==> config.mk <==
export PLATFORM = sky130hd
export DESIGN_NAME = keymix_top
export DESIGN_NICKNAME = d
export VERILOG_FILES = /design/src/rtl/keymix_pkg.sv /design/src/rtl/keymix_ctrl.sv /design/src/rtl/keymix_dpath.sv /design/src/rtl/keymix_top.sv
export SDC_FILE = /design/constraint.sdc
export NUM_CORES = 1
export LEC_CHECK = 0
export BUFFER_PORTS_ARGS = -buffer_cell sky130_fd_sc_hd__buf_4
export CORE_MARGIN = 10
export CORE_UTILIZATION = 35
export DETAILED_ROUTE_END_ITERATION = 7
export GPL_TIMING_DRIVEN = 0
export HOLD_SLACK_MARGIN = 0.05
export PLACE_DENSITY = 0.71
export SLEW_MARGIN = 10
export SYNTH_ARGS = -nofsm -noshare
export SYNTH_HDL_FRONTEND = slang
export SYNTH_SLANG_ARGS = --single-unit
==> constraint.sdc <==
create_clock -name clk -period 1.11 [get_ports clk]
set_input_delay 0.222 -clock clk [delete_from_list [all_inputs] [get_ports clk]]
set_output_delay 0.222 -clock clk [all_outputs]
set_load 0.02 [all_outputs]
==> src/rtl/keymix_pkg.sv <==
package keymix_pkg;

  typedef enum logic [1:0] {
    MIX_VIDEO_A = 2'b00,
    MIX_VIDEO_B = 2'b01,
    MIX_CHROMA  = 2'b10,
    MIX_EXTKEY  = 2'b11
  } mixMode_e;

  // strobes from the decision stage to the output datapath
  typedef struct packed {
    logic selGfx;   // take lookup colour instead of video
  } mixStrobe_t;

endpackage

==> src/rtl/keymix_ctrl.sv <==
module keymix_ctrl
  import keymix_pkg::*;
#(
  parameter int IDX_W = 4
) (
  input  logic             clk,
  input  logic             rstN,
  input  logic [1:0]       modeSel,
  input  logic             keyIn,
  input  logic [IDX_W-1:0] gfxIdx,
  input  logic             transWe,
  input  logic [IDX_W-1:0] transData,
  output mixStrobe_t       strobe
);

  logic [IDX_W-1:0] transReg;
  mixMode_e         modeD;
  logic             keyD;
  logic             hitD;
  logic             seenEdge;

  // transparent index register: compare below sees the pre-write value
  always_ff @(posedge clk) begin
    if (!rstN) begin
      transReg <= '0;
    end else if (transWe) begin
      transReg <= transData;
    end
  end

  // align per-pixel controls with the one-cycle lookup latency
  always_ff @(posedge clk) begin
    if (!rstN) begin
      modeD <= MIX_VIDEO_A;
      keyD  <= 1'b0;
      hitD  <= 1'b0;
    end else begin
      modeD <= mixMode_e'(modeSel);
      keyD  <= keyIn;
      hitD  <= (gfxIdx == transReg);
    end
  end

  always_comb begin
    strobe = '0;
    unique case (modeD)
      MIX_EXTKEY:  strobe.selGfx = keyD;
      MIX_CHROMA:  strobe.selGfx = !hitD;
      default:     strobe.selGfx = 1'b0;
    endcase
  end

  // assertion support: one edge out of reset seen
  always_ff @(posedge clk) begin
    if (!rstN) seenEdge <= 1'b0;
    else       seenEdge <= 1'b1;
  end

  assert_video_only_R2: assert property (@(posedge clk) disable iff (!rstN)
    (seenEdge && !$past(modeSel[1])) |-> !strobe.selGfx);

  assert_key_high_R3: assert property (@(posedge clk) disable iff (!rstN)
    (seenEdge && $past(modeSel) == 2'b11 && $past(keyIn)) |-> strobe.selGfx);

  assert_key_low_R4: assert property (@(posedge clk) disable iff (!rstN)
    (seenEdge && $past(modeSel) == 2'b11 && !$past(keyIn)) |-> !strobe.selGfx);

  assert_chroma_R5: assert property (@(posedge clk) disable iff (!rstN)
    (seenEdge && $past(modeSel) == 2'b10) |->
      (strobe.selGfx == ($past(gfxIdx) != $past(transReg))));

  assert_trans_hold_R8: assert property (@(posedge clk) disable iff (!rstN)
    (seenEdge && !$past(transWe)) |-> $stable(transReg));

endmodule

==> src/rtl/keymix_dpath.sv <==
module keymix_dpath
  import keymix_pkg::*;
#(
  parameter int Y_W = 8,
  parameter int C_W = 8
) (
  input  logic           clk,
  input  logic           rstN,
  input  mixStrobe_t     strobe,
  input  logic [Y_W-1:0] vidY,
  input  logic [C_W-1:0] vidC,
  input  logic [Y_W-1:0] lutY,
  input  logic [C_W-1:0] lutC,
  output logic [Y_W-1:0] outY,
  output logic [C_W-1:0] outC,
  output logic           outGfx
);

  localparam int PIX_W = Y_W + C_W;

  logic [PIX_W-1:0] vidPix;
  logic [PIX_W-1:0] gfxPix;
  logic [PIX_W-1:0] pickPix;
  logic             seenEdge;

  // one mux over the packed pair keeps luma and chroma on one select
  assign vidPix  = {vidY, vidC};
  assign gfxPix  = {lutY, lutC};
  assign pickPix = strobe.selGfx ? gfxPix : vidPix;

  always_ff @(posedge clk) begin
    if (!rstN) begin
      outY   <= '0;
      outC   <= '0;
      outGfx <= 1'b0;
    end else begin
      outY   <= pickPix[PIX_W-1:C_W];
      outC   <= pickPix[C_W-1:0];
      outGfx <= strobe.selGfx;
    end
  end

  always_ff @(posedge clk) begin
    if (!rstN) seenEdge <= 1'b0;
    else       seenEdge <= 1'b1;
  end

  assert_pair_gfx_R9: assert property (@(posedge clk) disable iff (!rstN)
    (seenEdge && outGfx) |-> (outY == $past(lutY) && outC == $past(lutC)));

  assert_pair_vid_R9: assert property (@(posedge clk) disable iff (!rstN)
    (seenEdge && !outGfx) |-> (outY == $past(vidY) && outC == $past(vidC)));

  assert_flag_R7: assert property (@(posedge clk) disable iff (!rstN)
    seenEdge |-> (outGfx == $past(strobe.selGfx)));

endmodule

==> src/rtl/keymix_top.sv <==
module keymix_top
  import keymix_pkg::*;
#(
  parameter int IDX_W = 4,
  parameter int Y_W   = 8,
  parameter int C_W   = 8
) (
  input  logic             clk,
  input  logic             rstN,
  input  logic [1:0]       modeSel,
  input  logic             keyIn,
  input  logic [IDX_W-1:0] gfxIdx,
  input  logic             transWe,
  input  logic [IDX_W-1:0] transData,
  input  logic [Y_W-1:0]   vidY,
  input  logic [C_W-1:0]   vidC,
  input  logic [Y_W-1:0]   lutY,
  input  logic [C_W-1:0]   lutC,
  output logic [Y_W-1:0]   outY,
  output logic [C_W-1:0]   outC,
  output logic             outGfx
);

  mixStrobe_t strobe;

  keymix_ctrl #(.IDX_W(IDX_W)) u_ctrl (
    .clk       (clk),
    .rstN      (rstN),
    .modeSel   (modeSel),
    .keyIn     (keyIn),
    .gfxIdx    (gfxIdx),
    .transWe   (transWe),
    .transData (transData),
    .strobe    (strobe)
  );

  keymix_dpath #(.Y_W(Y_W), .C_W(C_W)) u_dpath (
    .clk    (clk),
    .rstN   (rstN),
    .strobe (strobe),
    .vidY   (vidY),
    .vidC   (vidC),
    .lutY   (lutY),
    .lutC   (lutC),
    .outY   (outY),
    .outC   (outC),
    .outGfx (outGfx)
  );

endmodule

# Yosys cells after proc, flatten, opt, wreduce, memory -nomap -nowiden
# Cells that the tools add are included.
[totals]
ram_bits = 0
latch_bits = 0
reg_bits = 25
rom_bits = 0
memories = 0
in_bits = 46
[classes]
reduce_logical = 1
bitwise_logic = 0
order_cmp = 0
eq_ne = 3
n_mux = 2
n_addsub = 0
multipliers = 0
n_div = 0
n_shift = 0
[op_table]
columns = ["operator", "n"]
rows = [
  ["16-bit two-way mux", 1],
  ["2-bit equality test (second input constant)", 2],
  ["4-bit equality test", 1],
  ["1-bit case mux with 2 select lines", 1],
  ["1-bit logical NOT", 1],
]

# Longest topological paths before layout
# Gate-level depths: netlist of the first run.
[depth]
word_depth = 3
ltp_mapped = 5
ltp_nobuf = 3

# Hierarchy
# Synthesis of the first run repeated with hierarchy kept, for this count alone.
[unflattened]
hier_cells = 82
hier_area_um2 = 958.4
[modules_own_cells]
columns = ["mod", "seq_area_each_um2", "area_per_inst_um2", "cells_each", "instances"]
rows = [
  ["keymix_dpath", 340.3, 643.1, 53, 1],
  ["keymix_ctrl", 160.2, 315.3, 29, 1],
]

# Worst setup path after synthesis of the first run
# OpenSTA, ideal clock, no wires.
[synth_path]
path_kind = "register to register"
from = "register u_ctrl.hitD"
to = "register u_dpath.outC[0]"
t_required_ns = 1.038
path_slack_ns = -0.045
path_stages_with_launch = 6
setup_ns = 0.072
arrival_ns = 1.084
path_cell_list = "dfxtp_1 -> or2_1 -> a21boi_2 -> buf_6 -> buf_12 -> mux2i_1"
[synth_between]
elab_chain_len = 3
[synth_rtl]
columns = ["element", "line_no", "text"]
rows = [
  ["from (decl)", "keymix_ctrl.sv:19", "logic hitD;"],
  ["from (signal assigned)", "keymix_ctrl.sv:40", "hitD <= (gfxIdx == transReg);"],
  ["1-bit logical NOT", "keymix_ctrl.sv:48", "MIX_CHROMA: strobe.selGfx = !hitD;"],
  ["1-bit case mux with 2 select lines", "keymix_ctrl.sv:46", "unique case (modeD)"],
  ["16-bit two-way mux", "keymix_dpath.sv:29", "assign pickPix = strobe.selGfx ? gfxPix : vidPix;"],
  ["to (signal assigned)", "keymix_dpath.sv:38", "outC <= pickPix[C_W-1:0];"],
  ["to (decl)", "keymix_dpath.sv:15", "output logic [C_W-1:0] outC,"],
]
# No other way between the ends.
# A chain may end at the register's enable or synchronous reset.

# Worst setup path in the final report of the first run
[layout_path]
from = "register u_ctrl.modeD[0]"
to = "register u_dpath.outY[5]"
[layout_between]
elab_chain_len = 3
elab_cells_between_ends = 4
cone_classes = "eq/ne: 2; mux: 2"
[layout_rtl]
columns = ["element", "line_no", "text"]
rows = [
  ["from (decl)", "keymix_ctrl.sv:17", "mixMode_e modeD;"],
  ["from (signal assigned)", "keymix_ctrl.sv:38", "modeD <= mixMode_e'(modeSel);"],
  ["2-bit equality test", "keymix_ctrl.sv:46", ""],
  ["1-bit case mux with 2 select lines (*)", "keymix_ctrl.sv:46", ""],
  ["16-bit two-way mux (*)", "keymix_dpath.sv:29", ""],
  ["to (signal assigned)", "keymix_dpath.sv:37", "outY <= pickPix[PIX_W-1:C_W];"],
  ["to (decl)", "keymix_dpath.sv:14", "output logic [Y_W-1:0] outY,"],
]
# Mark *: on every way between the ends. The rest lies on a longest branch, timed or not.

==> results.cfg, run 1 <==
[timing]
fmax_mhz = 812.0
holdWs_ns = 0.1024
setup_tns_ns = -1.175
period_needed_ns = 1.232
rsz0062_at_grt = yes
layout_setup_ws_ns = -0.1216
clock_skew_ns = 0.007737
fin_crit_sh_pct = 111.0
finalSetupViolations = 17
maxSlewHeadroom_pct = 69.81
timing_hold_violations_final = 0
final_max_slew_viol_count = 0
worst_slew_pin_slew_ns = 0.4528

[detailed_routing]
drcViolationCount = 0
dr.pass1.iters = 4
vias = 877
dr.first_iter.drc_count = 27
avgRoutedWirePerCell_um = 14.45
ant_nets = 0
finalWirelength_mm = 2.875
vias_per_cell = 4.407

[critical_path]
critical_path_buf_inv_count = 2
start_kind = register
r2r_slack_ns = -0.12
critical_path.max_stage_delay_ns = 0.34
cp.required_ns = 1.36
r2r-end = u_dpath.outY[5]
cp.arrival_ns = 1.48
worstPathMaxFanout = 5
crit_path_top_delay_cell = dfxtp_2
reg2reg_depth = 5
rr_startpoint = u_ctrl.modeD[0]
crit_chain = or2_1, a21boi_2, buf_6, buf_12, mux2i_2
end_kind = register
critPathKind = reg -> reg
cpLargestDelayFamily = flip-flops
crit_cells = 5

[finish]
final_nets = 215
drive_gt1_share_pct = 42.86
n_antenna_cell = 0
post-route-util_pct = 57.16
fillers = 263
area_growth_pct = 58.30

[power]
total_power_mw = 1.810
leakage_nw = 0.7604
seqPwrFrac_pct = 54.0
power_frac_clock_pct = 22.4
p_int_mw = 1.345
combPwrFrac_pct = 23.7
swShare_pct = 25.70
p_per_area_nw_per_um2 = 1158
vdd_ir_drop_max_mv = 0.6902
power_switching_mw = 0.4651

[synth]
synthAdderAreaFrac_pct = 0
ys_types = 13
synth_simple_gate_area_share_pct = 19.26
synth-seq-area-share_pct = 50.70
synth_xor_area_share_pct = 3.549
synth_top_area_cell = dfxtp_1
syn_nets = 147
muxShareOfSynthArea_pct = 20.28
synth_cells = 101
synth_compound_area_share_pct = 1.141
ys_top_cells_by_area = dfxtp_1 (51%), mux2i_1 (20%), nand2_1 (13%)
syn_area_um2 = 987.2
synth-seq-cells = 25
postSynthAreaPerCell_um2 = 9.774
yosys_warnings = 0
synth_top_area_share_pct = 50.70
synth_top_family_by_area = multiplexers

[clock_network]
cts_hold_buf = 0
clk_latency_ns = 0.32
clock-root-buffer = clkbuf_4
cts_buffers = 3
cts_num_sinks = 25
path_clk_slew_ns = 0.14
cts_tree = yes
h-tree-depth = 1
clockBufferDepth = 2

[placement]
gp_congestion = 0.8170
place_ws_ns = -0.1206
hpwl_mm = 2.365
io_buffers = 61

[die]
die_height_um = 73.11
die-area_um2 = 5345
io_pins = 63
start_util_pct = 36.11
core_um2 = 2734
placementRows = 19
dieWidth_um = 73.11

[worst_hold_path]
hold_start = modeSel[0]
hold_path.class = in -> reg
whs_endpoint = u_ctrl.modeD[0]
min_path_cells = 2

[grt]
antenna_found_initial = 0
grt_pass1_wl_mm = 4.188
grt_use_total_pct = 9.912
grt_max_degree = 14
grt_pass1_vias = 874
global_route.overflow_total = 0

[run]
drv_cap = 0

[run_status]
status = finished with violations
violations = negative setup slack
-- stage by stage --
step | area (µm²) | std cells
4_1_cts | 1530 | 198
3_3_place_gp | 1484 | 193
6_report | 1563 | 199
3_5_place_dp | 1484 | 193
2_1_floorplan | 987.2 | 101
5_1_grt | 1563 | 199
-- worst max path at each step --
stage                      end            start
3_5_place_dp   u_dpath.outY[5]  u_ctrl.modeD[0]
6_report       u_dpath.outY[5]  u_ctrl.modeD[0]
2_1_floorplan  u_dpath.outC[0]      u_ctrl.hitD
5_1_grt        u_dpath.outY[5]  u_ctrl.modeD[0]
3_3_place_gp   u_dpath.outC[2]      u_ctrl.hitD
4_1_cts        u_dpath.outY[5]  u_ctrl.modeD[0]
-- power by group through the flow --
stage	logic, mW	clock network (mW)	registers, mW
2_1_floorplan	0.136	0	1.05
3_3_place_gp	0.403	0	0.996
3_5_place_dp	0.410	0	0.997
4_1_cts	0.420	0.421	0.977
5_1_grt	0.462	0.454	0.983
6_report	0.428	0.405	0.976
-- routing by layer --
metal  GRT usage, %  vias to the layer above  share of wire, %
met1          9.554                      390                36
met3          2.585                        6               4.6
met5              0                        -                 0
met4          5.907                        0               2.4
li1               -                      455                 -
met2          18.24                       26                57
-- kinds of logic after synthesis --
kind of cell,after synthesis
AO/OA/AOI/OAI,1
XOR/XNOR,4
buffers and inverters,7
flip-flops,25
multiplexers,20
AND/OR/NAND/NOR,44
-- synth_stat cells --
| cell type | instances |
|---|---|
| a21boi_2 | 1 |
| nand2_1 | 34 |
| or2_1 | 1 |
| buf_6 | 1 |
| mux2i_1 | 20 |
| dfxtp_1 | 25 |
| nor2b_1 | 4 |
| clkbuf_1 | 5 |
| nor4_1 | 1 |
| xnor2_1 | 1 |
| xor2_1 | 3 |
| buf_12 | 1 |
| and2_1 | 4 |
-- layout by cell type, fill, tap and decap left out, types with 2 or more instances in the layout --
cell type and count:
buf_4 61, nand2_1 34, dfxtp_1 24, mux2i_1 19, clkbuf_1 6, nor2b_1 4, xor2_1 3, and2_1 3
clkbuf_4 3, buf_12 2
-- cell type report --
class	instances	area (µm²)	share of cell area, %
flip-flops and latches	25	501.7	32.11
multi-input cells	69	442.9	28.34
plain buffers	7	50.05	3.203
well taps	31	38.79	2.482
repair buffers	63	503.0	32.19
clock buffers	4	26.28	1.681
-- what timing repair did --
action                                  4_1_cts  5_1_grt
endpoints found under the setup margin       11       17
setup buffers                                 1        0
gates resized for setup                       0        3
hold endpoints to repair                      0        0
cloned                                        0        1
-- flip-flops by register name, summed over array words and instances (netlist names) --
signal           count
u_ctrl.transReg      4
u_ctrl.modeD         2
u_dpath.outGfx       1
u_ctrl.keyD          1
u_ctrl.hitD          1
u_dpath.outY         8
u_dpath.outC         8
Power figures use the tool's default switching activity.
==> run 2, diff against run 1 <==
--- a/config.mk
+++ b/config.mk
@@ -7,11 +7,11 @@
 export LEC_CHECK = 0
 export BUFFER_PORTS_ARGS = -buffer_cell sky130_fd_sc_hd__buf_4
 export CORE_MARGIN = 10
-export CORE_UTILIZATION = 35
+export CORE_UTILIZATION = 37
 export DETAILED_ROUTE_END_ITERATION = 7
 export GPL_TIMING_DRIVEN = 0
 export HOLD_SLACK_MARGIN = 0.05
-export PLACE_DENSITY = 0.71
+export PLACE_DENSITY = 0.74
 export SLEW_MARGIN = 10
 export SYNTH_ARGS = -nofsm -noshare
 export SYNTH_HDL_FRONTEND = slang
==> results.cfg, run 2 (synthesis results as in run 1) <==
[clock_network]
cts_buffers = 3
cts_tree = yes
path_clk_slew_ns = 0.14
cts_num_sinks = 25
clock-root-buffer = clkbuf_4
h-tree-depth = 1
clockBufferDepth = 2
cts_hold_buf = 0
clk_latency_ns = 0.32

[grt]
met1_usage_pct = 10.18
busiest_layer = met2
grt_pass1_wl_mm = 4.519
gr-usage-met3_pct = 4.545
grt_use_total_pct = 10.87
antenna_found_initial = 0
met2_usage_pct = 20.69
grt_pass1_vias = 990
global_route.overflow_total = 0
grt_max_degree = 15

[worst_hold_path]
min_path_cells = 2
hold_path.class = in -> reg

[die]
die_height_um = 71.66
start_util_pct = 39.14
dieWidth_um = 71.66
placementRows = 18
die-area_um2 = 5134
core_um2 = 2522
io_pins = 63

[critical_path]
crit_cells = 5
reg2reg_depth = 5
end_kind = register
cp.arrival_ns = 1.50
crit_chain = or2_1, a21boi_2, buf_6, buf_12, mux2i_2
worstPathMaxFanout = 8
cpLargestDelayFamily = flip-flops
critical_path_buf_inv_count = 2
critical_path.max_stage_delay_ns = 0.32
start_kind = register
critPathKind = reg -> reg
cp.required_ns = 1.37
crit_path_top_delay_cell = dfxtp_1

[detailed_routing]
vias_per_cell = 4.607
avgRoutedWirePerCell_um = 14.90
dr.first_iter.drc_count = 16
dr.pass1.iters = 4
ant_nets = 0
finalWirelength_mm = 2.995
vias = 926
drcViolationCount = 0

[finish]
final_cells = 201
fin_area_um2 = 1569
final_common_cell = buf_4
final_nets = 218
area_growth_pct = 58.93
layout_common_cells = buf_4 (65), nand2_1 (34), dfxtp_1 (25), mux2i_1 (19), clkbuf_1 (5)
n_antenna_cell = 0
post-route-util_pct = 62.20
reg_top3 = u_dpath.outC: 8 flops, u_dpath.outY: 8 flops, u_ctrl.transReg: 4 flops
drive_gt1_share_pct = 43.27

[placement]
placed_area_um2 = 1483
place_inst = 192
io_buffers = 61
hpwl_mm = 2.465
place_ws_ns = -0.1532
gp_congestion = 0.7729

[timing]
holdWs_ns = 0.09872
maxSlewHeadroom_pct = 68.56
rsz0062_at_grt = yes
finalSetupViolations = 17
final_max_slew_viol_count = 0
setup_tns_ns = -1.633
worst_slew_pin_slew_ns = 0.4715
clock_skew_ns = 0.003348
timing_hold_violations_final = 0
fin_crit_sh_pct = 111.9
period_needed_ns = 1.242
fmax_mhz = 805.1
layout_setup_ws_ns = -0.1321

[power]
leakage_nw = 0.7736
p_per_area_nw_per_um2 = 1159
total_power_mw = 1.819
p_int_mw = 1.340
vdd_ir_drop_max_mv = 0.9545
seqPwrFrac_pct = 53.8
power_switching_mw = 0.4794
power_frac_clock_pct = 22.5
swShare_pct = 26.35
combPwrFrac_pct = 23.8

[run_status]
status = finished with violations
violations = negative setup slack

[run]
drv_cap = 0
[run 2: power groups by stage]
stage | logic [mW] | clock network (mW) | registers (mW)
after floorplan | 0.136 | 0 | 1.05
after global placement | 0.401 | 0 | 0.995
after detailed placement | 0.413 | 0 | 0.997
after CTS | 0.423 | 0.410 | 0.978
after global routing | 0.470 | 0.450 | 0.984
final | 0.432 | 0.409 | 0.978
[run 2: repair_timing]
action / in CTS / in global routing
gates resized for setup: 0 / 1
setup endpoints to repair: 14 / 16
buffers inserted: 3 / 1
gates cloned: 0 / 1
[run 2: final cells by class]
type,count,area (µm²)
Buffer,7,50.05
Clock buffer,3,22.52
Clock inverter,1,5.005
Fill cell,233,953.4
Multi-Input combinational cell,69,440.4
Sequential cell,25,500.5
Tap cell,30,37.54
Timing Repair Buffer,66,513.0
[run 2: routing by layer]
metal / vias up / share of wire, %
li1: 461 / -
met1: 433 / 34
met2: 26 / 57
met3: 6 / 7.4
met4: 0 / 1.7
met5: - / 0
[run 2: path summary, 6_finish.rpt]
check        slack, ns                from                  to
max              -0.13         u_ctrl.hitD     u_dpath.outY[4]
min                0.1          modeSel[0]     u_ctrl.modeD[0]
max reg2reg      -0.13         u_ctrl.hitD     u_dpath.outY[4]
min reg2reg       0.55  u_ctrl.transReg[2]  u_ctrl.transReg[2]
[run 2: worst register-to-register path, delay by kind of cell, from the launching register on]
kind	cells	cell delay [ns]
compound gates	1	0.14
buf+inv	2	0.30
flops	1	0.32
mux	1	0.19
simple gates	1	0.23
